--- src/rtl/aluf_pkg.sv ---
package aluf_pkg;
  localparam int unsigned FLAG_Z = 0;
  localparam int unsigned FLAG_N = 1;
  localparam int unsigned FLAG_C = 2;
  localparam int unsigned FLAG_V = 3;
  localparam int unsigned NUM_FLAGS = 4;

  typedef enum logic [2:0] {
    OP_NOP  = 3'd0,
    OP_ADD  = 3'd1,
    OP_SUB  = 3'd2,
    OP_CMP  = 3'd3,
    OP_OR   = 3'd4,
    OP_XOR  = 3'd5,
    OP_BTST = 3'd6,
    OP_RSV  = 3'd7
  } alu_op_e;

  typedef struct packed {
    logic v;
    logic c;
    logic n;
    logic z;
  } flags_t;
endpackage

--- src/rtl/aluf_core.sv ---
module aluf_core
  import aluf_pkg::*;
#(
  parameter int unsigned W = 32
) (
  input  alu_op_e        op,
  input  logic [W-1:0]   dst_val,
  input  logic [W-1:0]   src_val,
  output logic [W-1:0]   res,
  output flags_t         flg,
  output logic           wr_en,
  output logic           flg_upd
);
  localparam int unsigned SB = W - 1;

  // Returns {carry, overflow, sum}
  function automatic logic [W+1:0] add_cv(input logic [W-1:0] d, input logic [W-1:0] s);
    logic [W-1:0] r;
    r = d + s;
    return {(r < s) || (r < d), (d[SB] == s[SB]) && (r[SB] != d[SB]), r};
  endfunction

  // Returns {borrow, overflow, difference} for d - s
  function automatic logic [W+1:0] sub_cv(input logic [W-1:0] d, input logic [W-1:0] s);
    logic [W-1:0] r;
    r = d - s;
    return {s > d, (d[SB] != s[SB]) && (r[SB] != d[SB]), r};
  endfunction

  logic [W+1:0] arith;

  always_comb begin
    arith   = '0;
    res     = '0;
    wr_en   = 1'b0;
    flg_upd = 1'b1;
    case (op)
      OP_ADD:  begin arith = add_cv(dst_val, src_val); res = arith[W-1:0]; wr_en = 1'b1; end
      OP_SUB:  begin arith = sub_cv(dst_val, src_val); res = arith[W-1:0]; wr_en = 1'b1; end
      OP_CMP:  begin arith = sub_cv(dst_val, src_val); res = arith[W-1:0]; end
      OP_OR:   begin res = dst_val | src_val; wr_en = 1'b1; end
      OP_XOR:  begin res = dst_val ^ src_val; wr_en = 1'b1; end
      OP_BTST: begin res = dst_val & src_val; end
      default: flg_upd = 1'b0;
    endcase
    flg.z = (res == '0);
    flg.n = res[SB];
    flg.c = arith[W+1];
    flg.v = arith[W];
  end
endmodule

--- src/rtl/aluf_regfile.sv ---
module aluf_regfile #(
  parameter int unsigned W  = 32,
  parameter int unsigned N  = 4,
  localparam int unsigned IW = $clog2(N)
) (
  input  logic            clk,
  input  logic            rst,
  input  logic            we,
  input  logic [IW-1:0]   widx,
  input  logic [W-1:0]    wdata,
  input  logic [IW-1:0]   ra,
  input  logic [IW-1:0]   rb,
  output logic [W-1:0]    rdata_a,
  output logic [W-1:0]    rdata_b,
  output logic [N*W-1:0]  flat
);
  for (genvar g = 0; g < N; g++) begin : g_reg
    logic [W-1:0] q;
    always_ff @(posedge clk) begin
      if (rst) q <= '0;
      else if (we && (widx == IW'(g))) q <= wdata;
    end
    assign flat[g*W +: W] = q;
  end

  assign rdata_a = flat[ra*W +: W];
  assign rdata_b = flat[rb*W +: W];

  // without a write strobe no register moves
  p_hold_no_write_r10: assert property (@(posedge clk) disable iff (rst)
    !we |=> $stable(flat));
  // reset empties the file
  p_reset_clear_r1: assert property (@(posedge clk)
    rst |=> (flat == '0));
endmodule

--- src/rtl/aluf_psw.sv ---
module aluf_psw
  import aluf_pkg::*;
#(
  parameter int unsigned PW = 8
) (
  input  logic          clk,
  input  logic          rst,
  input  logic          upd,
  input  flags_t        nflags,
  output logic [PW-1:0] psw
);
  localparam int unsigned FW = NUM_FLAGS;

  always_ff @(posedge clk) begin
    if (rst) psw <= '0;
    else if (upd) psw[FW-1:0] <= nflags;
  end

  // upper status bits never move after reset
  p_upper_hold_r10: assert property (@(posedge clk) disable iff (rst)
    1'b1 |=> $stable(psw[PW-1:FW]));
  // reset clears the whole word
  p_psw_reset_r1: assert property (@(posedge clk)
    rst |=> (psw == '0));
endmodule

--- src/rtl/aluf_top.sv ---
module aluf_top
  import aluf_pkg::*;
#(
  parameter int unsigned W  = 32,
  parameter int unsigned N  = 4,
  parameter int unsigned PW = 8,
  localparam int unsigned IW = $clog2(N)
) (
  input  logic              clk,
  input  logic              rst,
  input  logic [2:0]        op_i,
  input  logic [2*IW-1:0]   instr_i,
  input  logic              src_reg_i,
  input  logic [W-1:0]      imm_i,
  output logic [N*W-1:0]    regs_o,
  output logic [PW-1:0]     psw_o
);
  alu_op_e      op;
  logic [IW-1:0] dst_idx, src_idx;
  logic [W-1:0] dst_val, src_reg_val, src_val, alu_res;
  flags_t       alu_flg;
  logic         wr_en, flg_upd;

  assign op      = alu_op_e'(op_i);
  assign dst_idx = instr_i[IW-1:0];
  assign src_idx = instr_i[2*IW-1:IW];
  assign src_val = src_reg_i ? src_reg_val : imm_i;

  aluf_regfile #(.W(W), .N(N)) u_rf (
    .clk(clk), .rst(rst), .we(wr_en), .widx(dst_idx), .wdata(alu_res),
    .ra(dst_idx), .rb(src_idx), .rdata_a(dst_val), .rdata_b(src_reg_val),
    .flat(regs_o)
  );

  aluf_core #(.W(W)) u_core (
    .op(op), .dst_val(dst_val), .src_val(src_val), .res(alu_res),
    .flg(alu_flg), .wr_en(wr_en), .flg_upd(flg_upd)
  );

  aluf_psw #(.PW(PW)) u_psw (
    .clk(clk), .rst(rst), .upd(flg_upd), .nflags(alu_flg), .psw(psw_o)
  );

  // compare leaves the register file alone
  p_cmp_nowrite_r5: assert property (@(posedge clk) disable iff (rst)
    (op == OP_CMP) |=> $stable(regs_o));
  // bit-test leaves the register file alone
  p_btst_nowrite_r7: assert property (@(posedge clk) disable iff (rst)
    (op == OP_BTST) |=> $stable(regs_o));
  // logical results carry no C or V
  p_logic_cv_clear_r6: assert property (@(posedge clk) disable iff (rst)
    (op == OP_OR || op == OP_XOR || op == OP_BTST) |=> (psw_o[FLAG_C] == 1'b0 && psw_o[FLAG_V] == 1'b0));
  // Z and N follow the result of the operation one edge earlier
  p_zn_follow_r8: assert property (@(posedge clk) disable iff (rst)
    flg_upd |=> (psw_o[FLAG_Z] == ($past(alu_res) == '0)) && (psw_o[FLAG_N] == $past(alu_res[W-1])));
  // add carry equals an unsigned wrap of the sum
  p_add_carry_r2: assert property (@(posedge clk) disable iff (rst)
    (op == OP_ADD) |=> (psw_o[FLAG_C] == ($past(alu_res) < $past(src_val))));
  // the idle codes change nothing
  p_idle_hold_r10: assert property (@(posedge clk) disable iff (rst)
    (op == OP_NOP || op == OP_RSV) |=> ($stable(psw_o) && $stable(regs_o)));
endmodule

--- config.mk ---
export PLATFORM = sky130hd
export DESIGN_NAME = aluf_top
export DESIGN_NICKNAME = d
export VERILOG_FILES = /design/src/rtl/aluf_pkg.sv /design/src/rtl/aluf_core.sv /design/src/rtl/aluf_regfile.sv /design/src/rtl/aluf_psw.sv /design/src/rtl/aluf_top.sv
export SDC_FILE = /design/constraint.sdc
export NUM_CORES = 1
export LEC_CHECK = 0
export BUFFER_PORTS_ARGS = -buffer_cell sky130_fd_sc_hd__buf_2
export CORE_MARGIN = 2
export CORE_UTILIZATION = 45
export CTS_CLUSTER_DIAMETER = 80
export CTS_CLUSTER_SIZE = 24
export DETAILED_ROUTE_END_ITERATION = 10
export GPL_TIMING_DRIVEN = 0
export SETUP_SLACK_MARGIN = 0.4
export SLEW_MARGIN = 10
export SYNTH_ARGS = -nofsm -noshare
export SYNTH_HDL_FRONTEND = slang
export SYNTH_SLANG_ARGS = --single-unit
--- constraint.sdc ---
create_clock -name clk -period 20.5 [get_ports clk]
set_input_delay 2.05 -clock clk [delete_from_list [all_inputs] [get_ports clk]]
set_output_delay 2.05 -clock clk [all_outputs]
set_load 0.005 [all_outputs]
==> run_results.csv <==
group,metric,value,unit
outcome,status,"finished clean",
pwr,p_leak,6.439,nW
clocking,cts_buffers,17,
floorplanning,row_count,63,
placed_design,io_buffers,167,
sta,worst_slack,10560,ps
clocking,clock-sinks,132,
clocking,hold_buffers,0,
final_layout,drive_above_1_share,16.09,%
synthesis,synth_top_family_by_area,"compound AO/OA/AOI/OAI gates",
drt,routed_via_density,6.482,
global_routing,grt_max_degree,17,
synthesis,async_flop_share,0,%
drt,antenna_left,0,
floorplanning,die_w,177.1,um
pwr,ir_drop,0.06722,mV
hold_path,hold_depth,2,
synthesis,ys_seq_area_share,19.61,%
synthesis,ys_warn_count,0,
placed_design,gp_congestion,0.9834,
global_routing,grt_use_met2,53.49,%
sta,post-route-min-period,9936,ps
synthesis,synth_area,0.01348,sq mm
setup_path,slowest_stage,"buf_1",
drt,drtPass1Iterations,6,
placed_design,postPlaceCellArea,0.01481,sq mm
global_routing,grt.overflow.total,0,
sta,fin_skew,9.391,ps
synthesis,syn_area_per_cell,8.228,sq um
sta,tightestPinTransition,1456,ps
synthesis,synthAdderAreaFrac,14.78,%
synthesis,synthMuxAreaShare,14.42,%
placed_design,pre_cts_slack,10460,ps
synthesis,synth-compound-area-share,25.87,%
global_routing,grt_pass1_vias,13420,
global_routing,grt_use_total,35.48,%
floorplanning,die_h,177.1,um
final_layout,final.fill_count,2934,
setup_path,path_cells,"clkbuf_1 > buf_1 > mux4_2 > mux2i_1 > inv_1 > ha_1 > clkbuf_1 > nor2_1 > a221oi_1 > o31a_1 > o21ai_1 > o21ai_0 > and2_1 > a221oi_1 > o21ai_0 > xor2_1 > ha_1 > nand2_1 > nor3_1 > nand2_1 > or3_1 > a2111oi_0 > or3_1 > a41oi_1",
placed_design,dpl.hpwl,45060,um
sta,fin_tns_setup,0,ps
synthesis,synth-main-ff-cell,"dfxtp_1",
clocking,htreeDepth,4,
setup_path,cp_max_fo,10,
pwr,power_density,69.42,mW/mm^2
drt,drcViolationCount,0,
drt,drtIter0Drc,1855,
global_routing,antenna_found_initial,0,
hold_path,holdCritPathClass,"reg2reg",
drt,vias,14450,
setup_path,worst_ep_required_time,20760,ps
final_layout,antenna_cells,0,
sta,hold_violations,0,
job,drv_cap,0,
sta,period_share,48.47,%
clocking,postCtsSetupRepairBufs,0,
final_layout,nets,2027,
sta,fmax,100.6,MHz
sta,rsz0062_at_grt,"false",
sta,slew_headroom,2.935,%
synthesis,ys_seq_elements,132,
sta,setup_viol,0,
synthesis,synth_edf_count,0,
setup_path,rr_worst_depth,20,
synthesis,synth_xor_area_share,2.404,%
clocking,clk_pin_slew,60,ps
final_layout,areaGrowthSynthToFinish,14.11,%
global_routing,use_met1,51.77,%
floorplanning,die_area,0.03135,sq mm
global_routing,grt_pass1_wl,83700,um
floorplanning,num_io_pins,178,
clocking,cts_tree,"done",
sta,maxSlewViolCount,0,
clocking,clockRootBuffer,"clkbuf_16",
setup_path,arrival,10190,ps
setup_path,endpoint_kind,"register",
global_routing,use_met3,5.649,%
floorplanning,initial_utilization,45.60,%
setup_path,crit_cells,24,
floorplanning,core_region_area,0.02956,sq mm
setup_path,cpPeakStageDelay,900,ps
sta,hold_slack,492.8,ps
clocking,clockBufferDepth,2,
synthesis,syn_inst,1638,
setup_path,start_kind,"primary input",
clocking,cts-resized-gates,0,
synthesis,yosys.area_share.simple,16.26,%
synthesis,synthDistinctLibCells,82,
final_layout,design_area,0.01538,sq mm
drt,wire_per_inst,25.46,um
clocking,clk_latency,420,ps
setup_path,crit_buf_inv,4,
setup_path,cpLargestDelayFamily,"compound AO/OA/AOI/OAI gates",
drt,drt_wl_total,56780,um
setup_path,path_class,"in2reg",
global_routing,grt.busiest_layer,"met2",
[stage by stage]
step | power [mW] | utilization [%] | instances
6_report | 1.068 | 52.03 | 2230
5_1_grt | 1.118 | 52.03 | 2230
4_1_cts | 1.049 | 52.03 | 2230
3_5_place_dp | 0.7567 | 50.11 | 2198
3_3_place_gp | 0.7529 | 50.11 | 2198
2_1_floorplan | 0.6041 | - | 1641
[worst reg2reg max path, cell delays in order, from the launching register on]
cell,delay (ps)
dfxtp_1,360
mux4_2,500
mux2i_1,370
ha_1,320
clkbuf_1,450
nor2_1,170
a311o_1,390
o21ai_1,290
o21ai_0,440
and2_1,360
a221oi_1,750
o21ai_0,400
xor2_1,250
ha_1,350
nand2_1,110
nor3_1,260
nand2_1,160
or3_1,440
a2111oi_0,560
or3_1,200
a41oi_1,90
[report_power, final]
| group | switching (mW) | internal, mW |
|---|---|---|
| Clock | 0.125 | 0.171 |
| Sequential | 0.0186 | 0.273 |
| Combinational | 0.307 | 0.173 |
| Total | 0.451 | 0.617 |
[cell families after synthesis]
family,after synthesis
AND/OR/NAND/NOR,465
flip-flops,132
XOR/XNOR,37
buffers and inverters,228
other,1
adder cells (fa/ha/maj),158
AO/OA/AOI/OAI,503
multiplexers,114
[flip-flops by register name, summed over array words and instances, names as in the netlist]
register and cells:
u_rf.g.q 128, u_psw.psw 4
[final cells by class]
class                      instances  area, sq um  share of cell area (%)
clock buffer                      18        439.2                   2.856
buffer                           125        508.0                   3.303
sequential                       132         2643                   17.18
multi-input combinational       1281         9952                   64.71
timing repair buffer             167        835.8                   5.434
tap                              390        488.0                   3.173
clock inverter                    14        127.6                  0.8298
inverter                         103        386.6                   2.514
[cells in the mapped netlist, drive strengths merged, types with 19 or more instances]
cell type	count	area share, %
inv	100	2.8
mux4	64	11
nand2b	27	1.3
clkbuf	98	2.7
xnor2	31	2.0
nor2	199	5.5
nor2b	29	1.3
buf	27	1.0
a21o	19	1.1
a21oi	109	4.1
ha	156	14
a211oi	117	6.5
nand2	88	2.5
dfxtp	132	20
o21ai	83	3.1
nor3	24	0.89
mux2i	49	3.6
[layout by cell type (no fill, tap or decap), drive strengths merged, types with 9 or more instances in the layout]
cell and count:
a211oi 117, a21o 19, a21oi 109, a221oi 14, a22oi 9, and3 9, buf 194, clkbuf 116
dfxtp 132, ha 156, inv 104, mux2i 49, mux4 64, nand2 88, nand2b 27, nand3 16
nand4 16, nor2 199, nor2b 29, nor3 24, o2111ai 9, o21a 9, o21ai 83, o22ai 17
o31ai 17, or3 16, xnor2 31
[metal layers]
| layer | vias up | share of wire (%) |
|---|---|---|
| li1 | 6470 | - |
| met1 | 6899 | 44 |
| met2 | 975 | 43 |
| met3 | 110 | 11 |
| met4 | 0 | 3.0 |
| met5 | - | 0 |
[worst paths after layout]
kind / from / endpoint / slack, ps
worst max register to register: u_rf.g_reg[3].q[12]$_SDFFE_PP0P_ / u_psw.psw[2]$_SDFFE_PP0P_ / 13130
worst min register to register: u_rf.g_reg[1].q[5]$_SDFFE_PP0P_ / u_rf.g_reg[1].q[5]$_SDFFE_PP0P_ / 490
worst max-delay path: instr_i[2] / u_psw.psw[2]$_SDFFE_PP0P_ / 10560
worst min-delay path: u_rf.g_reg[1].q[5]$_SDFFE_PP0P_ / u_rf.g_reg[1].q[5]$_SDFFE_PP0P_ / 490
Power figures use the tool's default switching activity.
